`src/rtl/aud_div_pkg.sv`:
```
package aud_div_pkg;
  localparam int unsigned CFG_W     = 32;
  localparam int unsigned FRAC_LSB  = 0;
  localparam int unsigned INT_LSB   = 16;
  localparam int unsigned HALF_BIT  = 24;
  localparam int unsigned STOP_BIT  = 25;
  localparam logic [CFG_W-1:0] CFG_RST = 32'h0200_FF00;
endpackage

```
`src/rtl/aud_cfg_reg.sv`:
```
module aud_cfg_reg #(
  parameter int unsigned DW = 32,
  parameter logic [DW-1:0] RST_VAL = '0
) (
  input  logic          clk_i,
  input  logic          rst_ni,
  input  logic          wr_en_i,
  input  logic [DW-1:0] wr_data_i,
  output logic [DW-1:0] cfg_o
);
  logic [DW-1:0] cfg_q;

  always_ff @(posedge clk_i or negedge rst_ni) begin
    if (!rst_ni)      cfg_q <= RST_VAL;
    else if (wr_en_i) cfg_q <= wr_data_i;
  end

  assign cfg_o = cfg_q;
endmodule

```
`src/rtl/aud_frac_acc.sv`:
```
module aud_frac_acc #(
  parameter int unsigned FW = 8
) (
  input  logic          clk_i,
  input  logic          rst_ni,
  input  logic          clr_i,
  input  logic          step_i,
  input  logic [FW-1:0] frac_i,
  output logic          extra_o
);
  localparam logic [FW:0] MOD = {1'b0, {FW{1'b1}}};

  logic [FW-1:0] acc_q;
  logic [FW:0]   sum;
  logic [FW:0]   wrapped;
  logic          wrap;

  always_comb begin
    sum     = {1'b0, acc_q} + {1'b0, frac_i};
    wrap    = (sum >= MOD);
    wrapped = wrap ? (sum - MOD) : sum;
  end

  always_ff @(posedge clk_i or negedge rst_ni) begin
    if (!rst_ni)      acc_q <= '0;
    else if (clr_i)   acc_q <= '0;
    else if (step_i)  acc_q <= wrapped[FW-1:0];
  end

  assign extra_o = wrap;
endmodule

```
`src/rtl/aud_period_ctr.sv`:
```
module aud_period_ctr #(
  parameter int unsigned CW = 10
) (
  input  logic          clk_i,
  input  logic          rst_ni,
  input  logic          clr_i,
  input  logic          load_i,
  input  logic [CW-1:0] len_i,
  output logic          act_o,
  output logic          last_o,
  output logic          high_o
);
  logic          act_q;
  logic [CW-1:0] cnt_q;
  logic [CW-1:0] len_q;

  always_ff @(posedge clk_i or negedge rst_ni) begin
    if (!rst_ni) begin
      act_q <= 1'b0;
      cnt_q <= '0;
      len_q <= '0;
    end else if (clr_i) begin
      act_q <= 1'b0;
      cnt_q <= '0;
      len_q <= '0;
    end else if (load_i) begin
      act_q <= 1'b1;
      cnt_q <= '0;
      len_q <= len_i;
    end else if (act_q) begin
      cnt_q <= cnt_q + 1'b1;
    end
  end

  assign act_o  = act_q;
  assign last_o = act_q && (cnt_q == len_q - 1'b1);
  assign high_o = act_q && (cnt_q < (len_q >> 1));
endmodule

```
`src/rtl/aud_frac_div.sv`:
```
module aud_frac_div
  import aud_div_pkg::*;
#(
  parameter int unsigned FRAC_W = 8,
  parameter int unsigned INT_W  = 8
) (
  input  logic             clk_i,
  input  logic             rst_ni,
  input  logic             wr_en_i,
  input  logic [CFG_W-1:0] wr_data_i,
  output logic [CFG_W-1:0] rd_data_o,
  output logic             clk_en_o,
  output logic             clk_o,
  output logic             err_o
);
  localparam int unsigned CW = INT_W + 2;

  logic [CFG_W-1:0] cfg;
  logic [FRAC_W-1:0] frac;
  logic [INT_W-1:0]  nint;
  logic              half, stop;
  logic              err_q, bad, run_ok;
  logic              act, last, high, start, extra;
  logic [CW-1:0]     len;

  aud_cfg_reg #(.DW(CFG_W), .RST_VAL(CFG_RST)) u_cfg (
    .clk_i, .rst_ni, .wr_en_i, .wr_data_i, .cfg_o(cfg)
  );

  assign frac = cfg[FRAC_LSB +: FRAC_W];
  assign nint = cfg[INT_LSB +: INT_W];
  assign half = cfg[HALF_BIT];
  assign stop = cfg[STOP_BIT];

  assign bad    = !stop && (nint == '0);
  assign run_ok = !stop && (nint != '0) && !err_q;

  always_ff @(posedge clk_i or negedge rst_ni) begin
    if (!rst_ni)  err_q <= 1'b0;
    else if (bad) err_q <= 1'b1;
  end

  // new period when idle-to-run or on the last cycle of the current one
  assign start = run_ok && (!act || last);

  aud_frac_acc #(.FW(FRAC_W)) u_acc (
    .clk_i, .rst_ni,
    .clr_i  (!run_ok),
    .step_i (start),
    .frac_i (frac),
    .extra_o(extra)
  );

  assign len = {1'b0, nint, 1'b0} + CW'(half) + CW'(extra);

  aud_period_ctr #(.CW(CW)) u_ctr (
    .clk_i, .rst_ni,
    .clr_i (!run_ok),
    .load_i(start),
    .len_i (len),
    .act_o (act),
    .last_o(last),
    .high_o(high)
  );

  assign rd_data_o = cfg;
  assign clk_en_o  = run_ok && last;
  assign clk_o     = run_ok && high;
  assign err_o     = err_q;
endmodule

```
`config.mk`:
```
export PLATFORM = sky130hd
export DESIGN_NAME = aud_frac_div
export DESIGN_NICKNAME = d
export VERILOG_FILES = /design/src/rtl/aud_div_pkg.sv /design/src/rtl/aud_cfg_reg.sv /design/src/rtl/aud_frac_acc.sv /design/src/rtl/aud_period_ctr.sv /design/src/rtl/aud_frac_div.sv
export SDC_FILE = /design/constraint.sdc
export NUM_CORES = 1
export LEC_CHECK = 0
export ABC_CLOCK_PERIOD_IN_PS = 8900
export BUFFER_PORTS_ARGS = -buffer_cell sky130_fd_sc_hd__buf_2
export CORE_MARGIN = 2
export CORE_UTILIZATION = 39
export DETAILED_ROUTE_END_ITERATION = 8
export GPL_ROUTABILITY_DRIVEN = 0
export PLACE_DENSITY = 0.64
export SLEW_MARGIN = 0
export SYNTH_ARGS = -nofsm -noshare
export SYNTH_HDL_FRONTEND = slang
export SYNTH_SLANG_ARGS = --single-unit
```
`constraint.sdc`:
```
create_clock -name clk_i -period 8.9 [get_ports clk_i]
set_input_delay 1.335 -clock clk_i [delete_from_list [all_inputs] [get_ports clk_i]]
set_output_delay 1.335 -clock clk_i [all_outputs]
set_load 0.03 [all_outputs]
```
Yosys cells after proc, flatten, opt, wreduce, memory -nomap -nowiden
Cells that the tools add are included.
Widths: inputs -> output; s select.
{"block": "totals", "word_cells": 41, "input_bits": 35, "ff_bits": 62}
{"block": "op_classes", "muxes": 10, "reduce_logical": 14, "n_lt_le_gt_ge": 2, "add_sub_neg": 6, "n_eq_ne": 3}
{"op": "$mux 10", "n": 5}
{"op": "$mux 8", "n": 3}
{"op": "$add 10x1->10", "n": 1}
{"op": "$add 10x1->10 const B", "n": 1}
{"op": "$add 9x1->10", "n": 1}
{"op": "$eq 10x10->1", "n": 1}
{"op": "$lt 10x9->1", "n": 1}
{"op": "$sub 10x1->10 const B", "n": 1}
{"op": "$add 8x8->9", "n": 1}
{"op": "$ge 9x8->1 const B", "n": 1}
{"op": "$logic_and 1x1->1", "n": 8}
{"op": "$logic_not 8->1", "n": 1}
{"op": "$reduce_bool 8->1", "n": 1}
{"op": "$sub 8x8->8 const B", "n": 1}
{"op": "$logic_not 1->1", "n": 3}
{"op": "$ne 3x1->1 const B", "n": 1}
{"op": "$mux 1", "n": 2}
{"op": "$ne 2x1->1 const B", "n": 1}
{"op": "$logic_or 1x1->1", "n": 1}

Longest topological paths before layout
{"block": "depth", "ltp_word": 7, "depth_mapped": 17}

Hierarchy
Synthesis repeated with hierarchy kept, for this count alone.
{"block": "unflattened", "hier_cells": 366, "hier_area_um2": 4022.6}
{"mod": "aud_period_ctr", "n_inst": 1, "area_per_inst_um2": 1386.3, "seq_area_each_um2": 525.5, "cells_each": 153}
{"mod": "aud_cfg_reg", "n_inst": 1, "area_per_inst_um2": 1356.3, "seq_area_each_um2": 812.0, "cells_each": 68}
{"mod": "aud_frac_acc", "n_inst": 1, "area_per_inst_um2": 1037.2, "seq_area_each_um2": 200.2, "cells_each": 114}
{"mod": "aud_frac_div", "n_inst": 1, "area_per_inst_um2": 242.7, "seq_area_each_um2": 25.0, "cells_each": 31}

Worst setup path after synthesis
Ideal clock, no wire load.
{"block": "synth_timing", "kind": "register to output", "start": "register u_ctr.len_q[2]", "end": "output clk_en_o", "slack_ns": 4.834, "required_ns": 7.565, "path_stages_with_launch": 9, "arrival_ns": 2.731, "path_cell_list": "dfrtp_1 or4_4 nor4_2 and3_1 or3_1 a31oi_1 nor4_4 buf_2 nor2b_1"}
{"block": "synth_between", "elab_chain_cells": 4}
{"element": "start: declaration", "line": "aud_period_ctr.sv:15", "source": "logic [CW-1:0] len_q;"}
{"element": "start signal: assignment", "line": "aud_period_ctr.sv:29", "source": "len_q <= len_i;"}
{"element": "$sub 10x1->10", "line": "aud_period_ctr.sv:36", "source": "assign last_o = act_q && (cnt_q == len_q - 1'b1);"}
{"element": "$eq 10x10->1", "line": "aud_period_ctr.sv:36"}
{"element": "$logic_and 1x1->1", "line": "aud_period_ctr.sv:36"}
{"element": "$logic_and 1x1->1", "line": "aud_frac_div.sv:67", "source": "assign clk_en_o = run_ok && last;"}
{"element": "end: declaration", "line": "aud_frac_div.sv:12", "source": "output logic clk_en_o,"}
No other way between the ends.

Worst setup path after layout
Ends and elaborated chain as after synthesis.

==> metrics <==
vias in the first global route=2647; Starting DRT DRC Count=152; worst slack, placed=4.615 ns; Crit. path cell count=8; Tot Pwr=976.3 uW; family with the most delay on the worst path=simple AND/OR/NAND/NOR gates; Tmin final=4.647 ns; DIE AREA=9867 um^2; Finished Layout Cells=512; diode count=0; synthesized area per cell=10.77 um^2; hold buffer count at CTS=0; number of fill cells=842; sequential-to-total area share from yosys stat=44.09%; Setup WS post-layout=4.253 ns; Post-synth top flop=dfrtp_1; max incr delay on CP=0.81 ns; CTS Buf Count=9; ANT nets after route=0; setup TNS=0 ns; skew final=0.008589 ns; clk_lat worst skew=0.33 ns; post-DR vias/cell=5.150; Max clock buf depth=2; final instance area=4174 um^2; final hold vios=0; Pwr Density=233.9 nW/um^2; HP Class=reg2reg; post-CTS sizing=0; Vert. Die Dim=99.34 um; hold slack=0.4923 ns; largest net degree at the start of global routing=63; Reg-to-Reg End=u_ctr.len_q[8]$_DFFE_PN0P_; Slew Viols, Final=0; Post-Route WL=7.346 mm; Syn-to-layout area delta=17.75%; ys async rst share=100.0%; Tcrit/Tclk final=52.21%; synth warn=0; setup violators final=0; Tightest Pin Transition=0.8673 ns; CP Launch Type=flip-flop; Crit. End Element=output pin; fmax=0.2152 GHz; Hold Path Origin=u_acc.acc_q[2]$_DFFE_PN0P_; First-pass DRT Iterations=4; Synth area leader=dfrtp_1; R2R setup slack=5.37 ns; Worst Path Required=7.57 ns; share of cells above drive strength 1=31.93%; drc violations=0; post-synthesis cell count=329; total congestion overflow=0; IO Count=70; TritonCTS clock tree=built; reg2reg path depth=16; clock root buffer=clkbuf_8; port buffer count=69; H-tree depth=3; RSZ-0062 raised after global routing=no; slowest CP cell=nor4_4; Global Route Usage Sum=15.97%; outcome=completed; critical-path cell list=or4_4 -> nor4_2 -> and3_1 -> or3_1 -> a31oi_1 -> nor4_4 -> nor2b_1 -> buf_2; EDFF count, synth=0; dpl cell area=3981 um^2; Netlist cell types=50; Setup CP Type=reg2out; Mapped Area=3545 um^2; leakage power=1.863 nW; critical path buffer and inverter count=1; Die Wd=99.34 um; DPL Wire Length=5.261 mm; Routed wire per std cell=14.35 um; Setup Buffers After CTS=0; Initial Util=40.45%; top post-synthesis cells by area=dfrtp_1 37%, mux2_2 9.5%, ha_1 7.4%; clk slew on worst S/H paths=0.07 ns; Yosys reg bits=62; crit path from=u_ctr.len_q[2]$_DFFE_PN0P_; initial antenna violation count=0; clk sinks=62; Worst setup endpoint=clk_en_o; max_slew headroom=41.75%; crit path DAT=3.31 ns; total number of vias=2637; fin util=47.63%; crit path max fanout=14; global-route wire length before repair=12.63 mm; Synthesized Nets=386; cell total after placement=496; maxcap violations=0; Worst IR Drop VDD=0.0001158 V; Final nets=456; core area=8763 um^2; FP Rows=34; RR Startpoint=u_cfg.cfg_o[0]$_DFFE_PN0P_; Yosys top cell area share=37.42%
[report_power, final]
part / leakage (nW) / internal (mW) / total (mW) / switching [mW]
Clock: 0.0964 / 0.136 / 0.247 / 0.110
Sequential: 0.769 / 0.322 / 0.356 / 0.0338
Combinational: 0.997 / 0.158 / 0.374 / 0.216
[final cells by class]
type	count	area (um^2)	area share, %
flip-flops and latches	62	1563	37.44
inverters	21	78.83	1.888
well taps	108	135.1	3.237
multi-input cells	235	1852	44.36
repair buffers	70	352.8	8.453
clock inverters	4	47.55	1.139
clock buffers	12	145.1	3.477
[cell families (layout without fill, tap and decap cells)]
logic type / Yosys count / in the layout / synth area share, %
adders and majority gates: 22 / 22 / 7.977
DFF: 62 / 62 / 44.09
buffers and inverters: 32 / 107 / 3.671
xor gates and xnor gates: 36 / 36 / 8.895
muxes: 31 / 31 / 9.813
AOI/OAI and AO/OA: 61 / 61 / 12.81
and+or+nand+nor: 85 / 85 / 12.74
[cell usage after synthesis, drive strengths merged, types with 5 or more instances]
master / number
dfrtp: 53
mux2: 30
ha: 21
inv: 21
xnor2: 20
o2bb2ai: 17
xor2: 16
nand2: 15
nand3: 15
nor2: 15
nor3: 13
a21oi: 10
dfstp: 9
a21o: 7
o21ai: 7
and3: 6
buf: 6
clkbuf: 5
nor4: 5
[layer usage]
metal	wire length, um	global-route usage (%)
met3	259	3.725
met5	0	0
met1	3629	21.88
met2	3339	24.90
met4	118	5.690
[worst min-delay path by stage]
| stage | endpoint | slack [ns] | cells after the start |
|---|---|---|---|
| after CTS | u_acc.acc_q[2]$_DFFE_PN0P_ | 0.50 | 1 |
| after global routing | u_acc.acc_q[3]$_DFFE_PN0P_ | 0.52 | 1 |
| final | u_acc.acc_q[2]$_DFFE_PN0P_ | 0.49 | 1 |
| after floorplan | u_acc.acc_q[0]$_DFFE_PN0P_ | 0.46 | 1 |
| after detailed placement | u_acc.acc_q[2]$_DFFE_PN0P_ | 0.48 | 1 |
| after global placement | u_acc.acc_q[0]$_DFFE_PN0P_ | 0.48 | 1 |
[worst register-to-register path, stage by stage (launching register included)]
cell	delay (ns)
dfrtp_1	0.38
ha_1	0.20
inv_1	0.06
fa_1	0.41
xnor2_1	0.27
o21ai_0	0.14
a21oi_1	0.27
and3_1	0.26
o2111ai_1	0.18
nand2_1	0.20
ha_1	0.20
ha_1	0.18
and3_1	0.23
nand2_1	0.07
nor2_1	0.13
xnor2_1	0.13
o2bb2ai_1	0.09
[placed cells by master (no fill, tap or decap), types with 2 or more instances in the layout]
cell	n
a211oi_1	2
dfstp_2	9
mux2_2	30
xor2_1	16
nand3_1	15
a21oi_1	10
o311ai_0	2
nand2b_1	3
o2bb2ai_1	17
a21o_1	7
nor2_1	14
a31oi_1	2
nor3_1	13
o22a_1	2
nand2_1	15
nor4_1	3
or3_1	4
xnor2_1	20
ha_1	21
clkinv_2	2
inv_1	21
clkbuf_1	2
o32ai_1	2
o21ai_0	6
nor2b_1	3
and3_1	6
dfrtp_1	53
and2_1	2
buf_2	69
clkbuf_8	10
[state kept, by name (all words and copies together) (netlist names)]
register and flops:
u_ctr.act_o 1, u_cfg.cfg_o 32, u_ctr.cnt_q 10, err_o 1, u_acc.acc_q 8, u_ctr.len_q 10
(Power assumes the default switching activity.)
